--- config.mk ---
export PLATFORM = sky130hd
export DESIGN_NAME = hint_nop_classifier
export DESIGN_NICKNAME = d
export VERILOG_FILES = /design/src/rtl/hint_cls_pkg.sv /design/src/rtl/hint_cls_rvc.sv /design/src/rtl/hint_cls_wide.sv /design/src/rtl/hint_cls_stage.sv /design/src/rtl/hint_nop_classifier.sv
export SDC_FILE = /design/constraint.sdc
export NUM_CORES = 1
export LEC_CHECK = 0
export BUFFER_PORTS_ARGS = -buffer_cell sky130_fd_sc_hd__buf_4
export CORE_MARGIN = 2
export CORE_UTILIZATION = 30
export CTS_CLUSTER_SIZE = 12
export DETAILED_ROUTE_END_ITERATION = 7
export GPL_TIMING_DRIVEN = 0
export MAX_ROUTING_LAYER = met4
export PLACE_DENSITY = 0.54
export SYNTH_ARGS = -nofsm -noshare
export SYNTH_HDL_FRONTEND = slang
export SYNTH_SLANG_ARGS = --single-unit
--- constraint.sdc ---
create_clock -name clk -period 7 [get_ports clk]
set_input_delay 0.35 -clock clk [delete_from_list [all_inputs] [get_ports clk]]
set_output_delay 0.35 -clock clk [all_outputs]
set_load 0.01 [all_outputs]
--- src/rtl/hint_cls_pkg.sv ---
package hint_cls_pkg;

   localparam int HC_ILEN   = 32;
   localparam int HC_HALF_W = 16;
   localparam int HC_IMM_W  = 12;
   localparam int HC_REG_W  = 5;
   localparam int HC_CAT_W  = 4;
   localparam int HC_CREG_W = 3;
   localparam int HC_CIMM_W = 6;

   typedef enum logic [HC_CAT_W-1:0] {
      HC_NONE       = 4'd0,
      HC_C_NOP      = 4'd1,
      HC_C_ADDI     = 4'd2,
      HC_C_LI       = 4'd3,
      HC_C_LUI      = 4'd4,
      HC_C_MV       = 4'd5,
      HC_C_ADD      = 4'd6,
      HC_C_SLLI     = 4'd7,
      HC_C_SRLI     = 4'd8,
      HC_C_SRAI     = 4'd9,
      HC_FENCE_RSV  = 4'd10,
      HC_FENCEI_RSV = 4'd11
   } hc_cat_e;

   typedef struct packed {
      logic                hit;
      hc_cat_e             cat;
      logic [HC_IMM_W-1:0] imm;
      logic [HC_REG_W-1:0] rd;
      logic [HC_REG_W-1:0] rs;
   } hc_result_t;

   localparam hc_result_t HC_NO_RESULT = '{
      hit: 1'b0, cat: HC_NONE, imm: '0, rd: '0, rs: '0
   };

endpackage

--- src/rtl/hint_cls_rvc.sv ---
module hint_cls_rvc
   import hint_cls_pkg::*;
#(
   parameter int HALF_W = 16,
   parameter int IMM_W  = 12,
   parameter int REG_W  = 5,
   parameter int CREG_W = 3
) (
   input  logic [HALF_W-1:0] half,
   input  logic              rv64,
   output hc_result_t        res
);

   localparam int CIMM_W  = HC_CIMM_W;
   localparam int IMM_PAD = IMM_W - CIMM_W;
   localparam int CBASE_W = REG_W - CREG_W;

   generate
      if (HALF_W != HC_HALF_W) begin : g_bad_half
         $error("hint_cls_rvc: HALF_W must be 16");
      end
      if (IMM_W < CIMM_W) begin : g_bad_imm
         $error("hint_cls_rvc: IMM_W too narrow for compressed immediate");
      end
      if (CREG_W >= REG_W) begin : g_bad_creg
         $error("hint_cls_rvc: CREG_W must be narrower than REG_W");
      end
   endgenerate

   logic [2:0]        f3;
   logic              b12;
   logic [4:0]        hi5;
   logic [4:0]        lo5;
   logic [1:0]        quad;
   logic [CIMM_W-1:0] imm6;
   logic              q01, q10;
   logic              hi_zero, lo_zero, imm_zero;

   assign f3       = half[15:13];
   assign b12      = half[12];
   assign hi5      = half[11:7];
   assign lo5      = half[6:2];
   assign quad     = half[1:0];
   assign imm6     = {b12, lo5};
   assign q01      = (quad == 2'b01);
   assign q10      = (quad == 2'b10);
   assign hi_zero  = (hi5 == 5'd0);
   assign lo_zero  = (lo5 == 5'd0);
   assign imm_zero = (imm6 == '0);

   logic m_nop, m_addi, m_li, m_lui, m_mv, m_add, m_slli, m_srli, m_srai;

   assign m_nop  = q01 && (f3 == 3'b000) && hi_zero && !imm_zero;
   assign m_addi = q01 && (f3 == 3'b000) && !b12 && lo_zero && !hi_zero;
   assign m_li   = q01 && (f3 == 3'b010) && hi_zero;
   assign m_lui  = q01 && (f3 == 3'b011) && hi_zero && !imm_zero;
   assign m_mv   = q10 && (f3 == 3'b100) && !b12 && hi_zero && !lo_zero;
   assign m_add  = q10 && (f3 == 3'b100) &&  b12 && hi_zero && !lo_zero;
   assign m_slli = q10 && (f3 == 3'b000) && (imm_zero || hi_zero) && (rv64 || !b12);
   assign m_srli = q01 && (f3 == 3'b100) && !b12 && (hi5[4:3] == 2'b00) && lo_zero;
   assign m_srai = q01 && (f3 == 3'b100) && !b12 && (hi5[4:3] == 2'b01) && lo_zero;

   logic [IMM_W-1:0] imm_ext;
   logic [REG_W-1:0] hi_reg;
   logic [REG_W-1:0] lo_reg;
   logic [REG_W-1:0] creg;

   assign imm_ext = {{IMM_PAD{1'b0}}, imm6};
   assign hi_reg  = REG_W'(hi5);
   assign lo_reg  = REG_W'(lo5);
   assign creg    = {CBASE_W'(1), hi5[CREG_W-1:0]};

   always_comb begin
      res = HC_NO_RESULT;
      if (m_nop) begin
         res.hit = 1'b1;
         res.cat = HC_C_NOP;
         res.imm = imm_ext;
      end else if (m_addi) begin
         res.hit = 1'b1;
         res.cat = HC_C_ADDI;
         res.rd  = hi_reg;
      end else if (m_li) begin
         res.hit = 1'b1;
         res.cat = HC_C_LI;
         res.imm = imm_ext;
      end else if (m_lui) begin
         res.hit = 1'b1;
         res.cat = HC_C_LUI;
         res.imm = imm_ext;
      end else if (m_mv) begin
         res.hit = 1'b1;
         res.cat = HC_C_MV;
         res.rs  = lo_reg;
      end else if (m_add) begin
         res.hit = 1'b1;
         res.cat = HC_C_ADD;
         res.rs  = lo_reg;
      end else if (m_slli) begin
         res.hit = 1'b1;
         res.cat = HC_C_SLLI;
         res.imm = imm_ext;
         res.rd  = hi_reg;
      end else if (m_srli) begin
         res.hit = 1'b1;
         res.cat = HC_C_SRLI;
         res.rd  = creg;
      end else if (m_srai) begin
         res.hit = 1'b1;
         res.cat = HC_C_SRAI;
         res.rd  = creg;
      end
   end

endmodule

--- src/rtl/hint_cls_wide.sv ---
module hint_cls_wide
   import hint_cls_pkg::*;
#(
   parameter int ILEN  = 32,
   parameter int IMM_W = 12,
   parameter int REG_W = 5
) (
   input  logic [ILEN-1:0] word,
   output hc_result_t      res
);

   localparam logic [6:0] MISC_MEM_OP = 7'b0001111;
   localparam logic [2:0] F3_FENCE    = 3'b000;
   localparam logic [2:0] F3_FENCEI   = 3'b001;
   localparam logic [3:0] FM_PLAIN    = 4'b0000;
   localparam logic [3:0] FM_ORDERED  = 4'b1000;

   generate
      if (ILEN != HC_ILEN) begin : g_bad_ilen
         $error("hint_cls_wide: ILEN must be 32");
      end
      if (IMM_W != HC_IMM_W) begin : g_bad_imm
         $error("hint_cls_wide: IMM_W must be 12");
      end
   endgenerate

   logic [6:0]       opc;
   logic [2:0]       f3;
   logic [3:0]       fm;
   logic [IMM_W-1:0] upper;
   logic [REG_W-1:0] rs1;
   logic [REG_W-1:0] rd;
   logic             regs_nz;
   logic             misc_mem;

   assign opc      = word[6:0];
   assign f3       = word[14:12];
   assign fm       = word[31:28];
   assign upper    = word[31:20];
   assign rs1      = word[19:15];
   assign rd       = word[11:7];
   assign regs_nz  = (rs1 != '0) || (rd != '0);
   assign misc_mem = (opc == MISC_MEM_OP);

   logic m_fence, m_fencei;

   assign m_fence  = misc_mem && (f3 == F3_FENCE) &&
                     (((fm != FM_PLAIN) && (fm != FM_ORDERED)) || regs_nz);
   assign m_fencei = misc_mem && (f3 == F3_FENCEI) &&
                     ((upper != '0) || regs_nz);

   always_comb begin
      res = HC_NO_RESULT;
      if (m_fence || m_fencei) begin
         res.hit = 1'b1;
         res.cat = m_fence ? HC_FENCE_RSV : HC_FENCEI_RSV;
         res.imm = upper;
         res.rd  = rd;
         res.rs  = rs1;
      end
   end

endmodule

--- src/rtl/hint_cls_stage.sv ---
module hint_cls_stage
   import hint_cls_pkg::*;
#(
   parameter int IMM_W = 12,
   parameter int REG_W = 5,
   parameter int CAT_W = 4
) (
   input  logic             clk,
   input  logic             rst,
   input  logic             in_valid,
   input  hc_result_t       in_res,
   output logic             q_valid,
   output logic             q_hint,
   output logic [CAT_W-1:0] q_cat,
   output logic [IMM_W-1:0] q_imm,
   output logic [REG_W-1:0] q_rd,
   output logic [REG_W-1:0] q_rs
);

   generate
      if (CAT_W != HC_CAT_W) begin : g_bad_cat
         $error("hint_cls_stage: CAT_W must match the category enum");
      end
   endgenerate

   logic take;
   assign take = in_valid && in_res.hit;

   always_ff @(posedge clk) begin
      if (rst) begin
         q_valid <= 1'b0;
         q_hint  <= 1'b0;
         q_cat   <= '0;
         q_imm   <= '0;
         q_rd    <= '0;
         q_rs    <= '0;
      end else begin
         q_valid <= in_valid;
         q_hint  <= take;
         q_cat   <= take ? CAT_W'(in_res.cat) : '0;
         q_imm   <= take ? in_res.imm : '0;
         q_rd    <= take ? in_res.rd  : '0;
         q_rs    <= take ? in_res.rs  : '0;
      end
   end

endmodule

--- src/rtl/hint_nop_classifier.sv ---
module hint_nop_classifier
   import hint_cls_pkg::*;
#(
   parameter int ILEN         = 32,
   parameter int IMM_W        = 12,
   parameter int REG_W        = 5,
   parameter int CAT_W        = 4,
   parameter bit SUPPORT_RV64 = 1'b1
) (
   input  logic             clk,
   input  logic             rst,
   input  logic             in_valid,
   input  logic [ILEN-1:0]  in_word,
   input  logic             rv64_mode,
   output logic             out_valid,
   output logic             out_hint,
   output logic [CAT_W-1:0] out_cat,
   output logic [IMM_W-1:0] out_imm,
   output logic [REG_W-1:0] out_rd,
   output logic [REG_W-1:0] out_rs
);

   localparam int HALF_W = ILEN / 2;

   generate
      if (REG_W != HC_REG_W) begin : g_bad_reg
         $error("hint_nop_classifier: REG_W must be 5");
      end
   endgenerate

   logic rv64_eff;

   generate
      if (SUPPORT_RV64) begin : g_mode_pin
         assign rv64_eff = rv64_mode;
      end else begin : g_mode_fixed
         logic unused_mode;
         assign unused_mode = rv64_mode;
         assign rv64_eff    = 1'b0;
      end
   endgenerate

   hc_result_t res_rvc;
   hc_result_t res_wide;
   hc_result_t res_sel;
   logic       is_wide;

   hint_cls_rvc #(
      .HALF_W (HALF_W),
      .IMM_W  (IMM_W),
      .REG_W  (REG_W),
      .CREG_W (HC_CREG_W)
   ) u_rvc (
      .half (in_word[HALF_W-1:0]),
      .rv64 (rv64_eff),
      .res  (res_rvc)
   );

   hint_cls_wide #(
      .ILEN  (ILEN),
      .IMM_W (IMM_W),
      .REG_W (REG_W)
   ) u_wide (
      .word (in_word),
      .res  (res_wide)
   );

   assign is_wide = (in_word[1:0] == 2'b11);
   assign res_sel = is_wide ? res_wide : res_rvc;

   hint_cls_stage #(
      .IMM_W (IMM_W),
      .REG_W (REG_W),
      .CAT_W (CAT_W)
   ) u_stage (
      .clk      (clk),
      .rst      (rst),
      .in_valid (in_valid),
      .in_res   (res_sel),
      .q_valid  (out_valid),
      .q_hint   (out_hint),
      .q_cat    (out_cat),
      .q_imm    (out_imm),
      .q_rd     (out_rd),
      .q_rs     (out_rs)
   );

endmodule

After elaboration in Yosys (flattened, before gate mapping)
Index checks and enable logic that the tools add are counted.
{"block": "classes", "bitwise_logic": 1, "muxes": 26, "n_reduce_logical": 54, "n_eq_ne": 10}
{"operator": "$mux W17", "count": 5}
{"operator": "$mux W5", "count": 12}
{"operator": "$mux W27", "count": 2}
{"operator": "$logic_and A1 B1 Y1", "count": 33}
{"operator": "$mux W10", "count": 3}
{"operator": "$mux W12", "count": 1}
{"operator": "$reduce_bool A12 Y1", "count": 1}
{"operator": "$logic_not A5 Y1", "count": 2}
{"operator": "$reduce_bool A5 Y1", "count": 2}
{"operator": "$eq A7 B4 Y1 const B", "count": 1}
{"operator": "$eq A3 B2 Y1 const B", "count": 2}
{"operator": "$logic_not A3 Y1", "count": 2}
{"operator": "$logic_not A6 Y1", "count": 1}
{"operator": "$logic_or A1 B1 Y1", "count": 6}
{"operator": "$mux W6", "count": 1}
{"operator": "$eq A2 B1 Y1 const B", "count": 2}
{"operator": "$eq A2 B2 Y1 const B", "count": 2}
{"operator": "$logic_not A1 Y1", "count": 4}
{"operator": "$mux W4", "count": 1}
{"operator": "$ne A4 B4 Y1 const B", "count": 1}
{"operator": "$reduce_bool A4 Y1", "count": 1}
{"operator": "$eq A3 B1 Y1 const B", "count": 1}
{"operator": "$eq A3 B3 Y1 const B", "count": 1}
{"operator": "$logic_not A2 Y1", "count": 1}
{"operator": "other kinds (3)", "count": 3}
{"block": "totals", "input_bits": 36, "out_inout_bits": 28, "reg_bits": 28, "wordCells": 97}

Logic depth before layout (Yosys ltp)
{"block": "depth", "word_depth": 18, "ltp_mapped": 10, "mapped_depth_nobuf": 6}

Hierarchy
A second synthesis with hierarchy kept.
{"block": "hier_totals", "cells_unflattened": 219, "area_unflattened_um2": 2285.9}
{"mod": "hint_cls_stage", "seq_area_each_um2": 560.5, "area_each_um2": 903.4, "n_inst": 1, "cells_per_inst": 62}
{"mod": "hint_cls_rvc", "seq_area_each_um2": 0.0, "area_each_um2": 568.0, "n_inst": 1, "cells_per_inst": 80}
{"mod": "hint_nop_classifier", "seq_area_each_um2": 0.0, "area_each_um2": 430.4, "n_inst": 1, "cells_per_inst": 30}
{"mod": "hint_cls_wide", "seq_area_each_um2": 0.0, "area_each_um2": 384.1, "n_inst": 1, "cells_per_inst": 47}

Worst setup path before layout
OpenSTA, ideal clock, no wires.
{"block": "synth_timing", "kind": "input to register", "start": "input in_word[0]", "end": "register u_stage.q_imm[2]", "t_arrival_ns": 2.367, "t_required_ns": 6.936, "setup_time_ns": 0.064, "n_path_buf": 2, "setup_slack_ns": 4.570, "cell_stages": 8, "path_cell_list": "or4b_1 or3_1 a21o_1 mux2_2 a221o_1 buf_6 buf_12 nor2_4"}
{"block": "synth_between", "elab_chain_cells": 18, "elab_cells_between_ends": 54, "cone_classes": "eq/ne: 4; mux: 15; bitwise: 1; reduce/logical: 34"}
{"element": "start, declared", "line": "hint_nop_classifier.sv:13", "text": "input logic [ILEN-1:0] in_word,"}
{"element": "$eq A2 B1 Y1", "line": "hint_cls_rvc.sv:45", "text": "assign q01 = (quad == 2'b01);"}
{"element": "$logic_and A1 B1 Y1 (2 in series)", "line": "hint_cls_rvc.sv:60, hint_cls_rvc.sv:61"}
{"element": "$logic_and A1 B1 Y1 (2 in series)", "line": "hint_cls_rvc.sv:61", "text": "assign m_srai = q01 && (f3 == 3'b100) && !b12 && (hi5[4:3] == 2'b01) && lo_zero;"}
{"element": "$mux W5", "line": "hint_cls_rvc.sv:108", "text": "end else if (m_srai) begin"}
{"element": "$mux W5", "line": "hint_cls_rvc.sv:104", "text": "end else if (m_srli) begin"}
{"element": "$mux W5", "line": "hint_cls_rvc.sv:99", "text": "end else if (m_slli) begin"}
{"element": "$mux W5", "line": "hint_cls_rvc.sv:95", "text": "end else if (m_add) begin"}
{"element": "$mux W5", "line": "hint_cls_rvc.sv:91", "text": "end else if (m_mv) begin"}
{"element": "$mux W17", "line": "hint_cls_rvc.sv:87", "text": "end else if (m_lui) begin"}
{"element": "$mux W17", "line": "hint_cls_rvc.sv:83", "text": "end else if (m_li) begin"}
{"element": "$mux W5", "line": "hint_cls_rvc.sv:79", "text": "end else if (m_addi) begin"}
{"element": "$mux W17", "line": "hint_cls_rvc.sv:75", "text": "if (m_nop) begin"}
{"element": "$mux W27 *", "line": "hint_nop_classifier.sv:69", "text": "assign res_sel = is_wide ? res_wide : res_rvc;"}
{"element": "$logic_and A1 B1 Y1", "line": "hint_cls_stage.sv:27", "text": "assign take = in_valid && in_res.hit;"}
{"element": "$not A1 Y1 (no source line)"}
{"element": "$reduce_or A2 Y1 (no source line)"}
{"element": "end signal, assigned", "line": "hint_cls_stage.sv:41", "text": "q_imm <= take ? in_res.imm : '0;"}
{"element": "end, declared", "line": "hint_cls_stage.sv:15", "text": "output logic [IMM_W-1:0] q_imm,"}
Mark *: on every way between the ends. The rest lies on a longest branch, timed or not.
A chain may end at the register's enable or synchronous reset.

Final worst setup path
{"block": "layout_timing", "start": "input in_word[8]", "end": "register u_stage.q_rs[4]"}
{"block": "layout_between", "elab_chain_cells": 15, "elab_cells_between_ends": 40, "cone_classes": "mux: 15; bitwise: 1; reduce/logical: 24"}
{"element": "$logic_not A5 Y1", "line": "hint_cls_rvc.sv:47", "text": "assign hi_zero = (hi5 == 5'd0);"}
{"element": "$logic_or A1 B1 Y1", "line": "hint_cls_rvc.sv:59", "text": "assign m_slli = q10 && (f3 == 3'b000) && (imm_zero || hi_zero) && (rv64 || !b12);"}
{"element": "$logic_and A1 B1 Y1 (2 in series)", "line": "hint_cls_rvc.sv:59"}
{"element": "$mux W5", "line": "hint_cls_rvc.sv:99"}
{"element": "$mux W5", "line": "hint_cls_rvc.sv:95"}
{"element": "$mux W5", "line": "hint_cls_rvc.sv:91"}
{"element": "$mux W17", "line": "hint_cls_rvc.sv:87"}
{"element": "$mux W17", "line": "hint_cls_rvc.sv:83"}
{"element": "$mux W5", "line": "hint_cls_rvc.sv:79"}
{"element": "$mux W17", "line": "hint_cls_rvc.sv:75"}
{"element": "$mux W27 *", "line": "hint_nop_classifier.sv:69"}
{"element": "$logic_and A1 B1 Y1", "line": "hint_cls_stage.sv:27"}
{"element": "$not A1 Y1 (no source line)"}
{"element": "$reduce_or A2 Y1 (no source line)"}
{"element": "end signal, assigned", "line": "hint_cls_stage.sv:43", "text": "q_rs <= take ? in_res.rs : '0;"}
{"element": "end, declared", "line": "hint_cls_stage.sv:17", "text": "output logic [REG_W-1:0] q_rs"}
Marked as above.

==> summary.txt <==
Outcome
  – Status: finished, final reports clean

Clocking
  – Hold Buf Count CTS: 0
  – Clock Path Buffers: 2
  – H-tree Lvls: 1
  – CTS Buf Count: 3
  – TritonCTS clock tree: built
  – Reg clk slew, reported paths: 0.09 ns
  – Clk sinks: 28
  – CTS resizes: 0
  – Clk root buf: clkbuf_8
  – Post CTS Setup Buffer Count: 0

Global routing
  – Met3 Use GR: 0.0320
  – Vias in the first global route: 1278
  – Global-route met2 utilization: 0.261
  – Largest net degree at the start of global routing: 15
  – Antenna violations before repair: 0
  – Grt peak-use layer: met2
  – Met1 usage: 0.193
  – GR Util All Layers: 0.158
  – First-pass GRT wire length: 6050 um
  – Grt ovf: 0

Die
  – Core Region: 4060 um^2
  – Die width: 69.5 um
  – Initial Utilization: 0.318
  – Die ar.: 4840 um^2
  – # IOs: 64
  – Cell Rows: 23
  – Die height: 69.5 um

Critical path
  – Slowest stage delay, CP: 0.39 ns
  – Buf+Inv Stages, Crit Path: 5
  – Delay-heaviest family, CP: simple AND/OR/NAND/NOR gates
  – Crit end category: flop
  – Critical Path RT: 7.20 ns
  – Worst endpoint data arrival time: 2.67 ns
  – CP max stage cell: nor4_1
  – CP startpoint kind: input pin
  – Crit-path cells: buf_4 > nor4_1 > and2_1 > clkbuf_1 > and4_1 > clkbuf_1 > nor4_1 > a221o_1 > buf_6 > buf_6 > nor2_1
  – Max FO, Critical Path: 10
  – Crit Path Class: in2reg

STA
  – Max Clk Rate: 405 MHz
  – RSZ-0062 raised after global routing: false
  – Final WS setup: 4.53 ns
  – Slew @ Worst Pin: 0.692 ns
  – Crit share post-route: 0.353
  – Hold Fails Final Rpt: 0
  – Fin crit period: 2.47 ns
  – Final Max Slew Viols: 0
  – Post-route setup TNS: 0 ns
  – # setup viols final: 0
  – Max-slew headroom: 0.534

Drt
  – # DRC: 0
  – Post-Route WL: 3680 um
  – Via-to-Cell Ratio: 4.88
  – Vias: 1294
  – DRT iter0 DRCs: 51
  – WL/cell: 13.9 um
  – Drt first pass iters: 4
  – Antenna Nets Post-Route: 0

Worst hold path
  – Tightest Hold Check Type: in2reg

Power and ir drop
  – Peak VDD IR: 0.0000561 V
  – Internal power: 0.216 mW
  – Sequential share of power: 0.578
  – Switch share: 0.219
  – Total Power: 0.277 mW
  – Clk pwr share: 0.296
  – Gate power share: 0.126
  – Sw Pwr: 0.0606 mW
  – Leakage power: 0.747 nW
  – Pwr dens: 149 nW/um^2

Synthesis
  – Dominant synthesized flop cell: dfxtp_1
  – Post-synthesis async set-or-reset flop share: 0
  – Synth warn: 0
  – Area leader, netlist: dfxtp_1
  – Synth Area per Inst: 8.59 um^2
  – Post-Syn Area: 1290 um^2
  – Post-synth EDFFs: 0
  – Count leader, synth: dfxtp_1
  – Post-synth top area share: 0.435
  – Yosys reg bits: 28
  – Cells after Synth: 150
  – Post-synthesis sequential area ratio: 0.435
  – Most area-consuming cells after synthesis: dfxtp_1 43%, a22oi_1 6.4%, nor2_4 5.2%
  – Netlist cell types: 32
  – Syn nets: 186
  – Synth top cells by count: 28 x dfxtp_1, 17 x nand2_1, 17 x nor2_1

Finish
  – Inserted Diodes: 0
  – Nets: 253
  – Post-route cell area: 1860 um^2
  – Area delta synth->final: 44.2%
  – Layout cell share with drive strength beyond 1: 0.367

Place
  – PortBufs: 62
  – RePlAce Congestion: 0.808
  – Post-placement setup slack: 4.25 ns
  – Post-DP Area: 1820 um^2
  – Dpl hpwl: 3000 um

Run
  – MaxCap Viol Count: 0
==> worst paths after layout <==
path / startpoint / to / slack (ns) / cells past startpoint
min: in_word[31] / u_stage.q_imm[11]$_SDFF_PP0_ / 0.32 / 3
max: in_word[8] / u_stage.q_rs[4]$_SDFF_PP0_ / 4.53 / 11
==> flip-flops by register name, indices dropped and copies added, names as in the netlist <==
register,count
u_stage.q_hint,1
u_stage.q_imm,12
u_stage.q_cat,4
u_stage.q_rd,5
u_stage.q_rs,5
u_stage.q_valid,1
==> metrics by stage <==
| step | std cells | hold slack, ns | utilization |
|---|---|---|---|
| detailed placement | 262 | 0.590 | 0.448 |
| floorplan | 150 | 0.464 | - |
| finish | 265 | 0.318 | 0.458 |
| global placement | 262 | 0.578 | 0.448 |
| global route | 265 | 0.313 | 0.458 |
| CTS | 265 | 0.311 | 0.458 |
==> power by group through the flow <==
stage	clock (mW)	combinational (mW)	sequential, mW
finish	0.0820	0.0349	0.160
global route	0.0911	0.0380	0.160
CTS	0.0854	0.0349	0.160
detailed placement	0	0.0348	0.164
global placement	0	0.0344	0.164
floorplan	0	0.0108	0.164
==> per-layer routing <==
metal	vias to the layer above	wire length, um
li1	660	-
met1	599	1640
met2	33	1810
met3	2	198
met4	0	27
met5	-	0
==> placed cells by master (no fill, tap or decap), types with 2 or more instances in the layout <==
cell and n:
clkbuf_1 5, a22oi_1 11, nand3_1 3, and2_1 2
buf_4 62, nor2_2 3, nor4_1 7, and4_1 3
buf_6 2, o21ai_0 4, dfxtp_1 28, nor2_4 6
nor3_1 5, nand2_1 17, nor3b_1 3, a21oi_1 5
clkbuf_8 3, nor2_1 17, inv_1 9, or3_1 4
a31oi_1 3
==> tightest hold or removal path: stages <==
cell and delay [ns]:
buf_4 0.11, nand2_1 0.05, nor2_1 0.03
==> kinds of logic (layout without fill, tap and decap cells) <==
| group | count (synthesis) | after routing | synth area share |
|---|---|---|---|
| AO/OA/AOI/OAI | 28 | 28 | 0.151 |
| flip-flops | 28 | 28 | 0.435 |
| multiplexers | 1 | 1 | 0.00874 |
| AND/OR/NAND/NOR | 76 | 76 | 0.331 |
| buffers and inverters | 17 | 82 | 0.0738 |
==> cell type report <==
type / count / area (um^2)
plain buffers: 8 / 61.3
clock buffers: 3 / 41.3
fillers: 406 / 2200
inverters: 9 / 33.8
multi-input cells: 105 / 633
flip-flops and latches: 28 / 561
well taps: 50 / 62.6
repair buffers: 62 / 465
(Power assumes the default switching activity.)
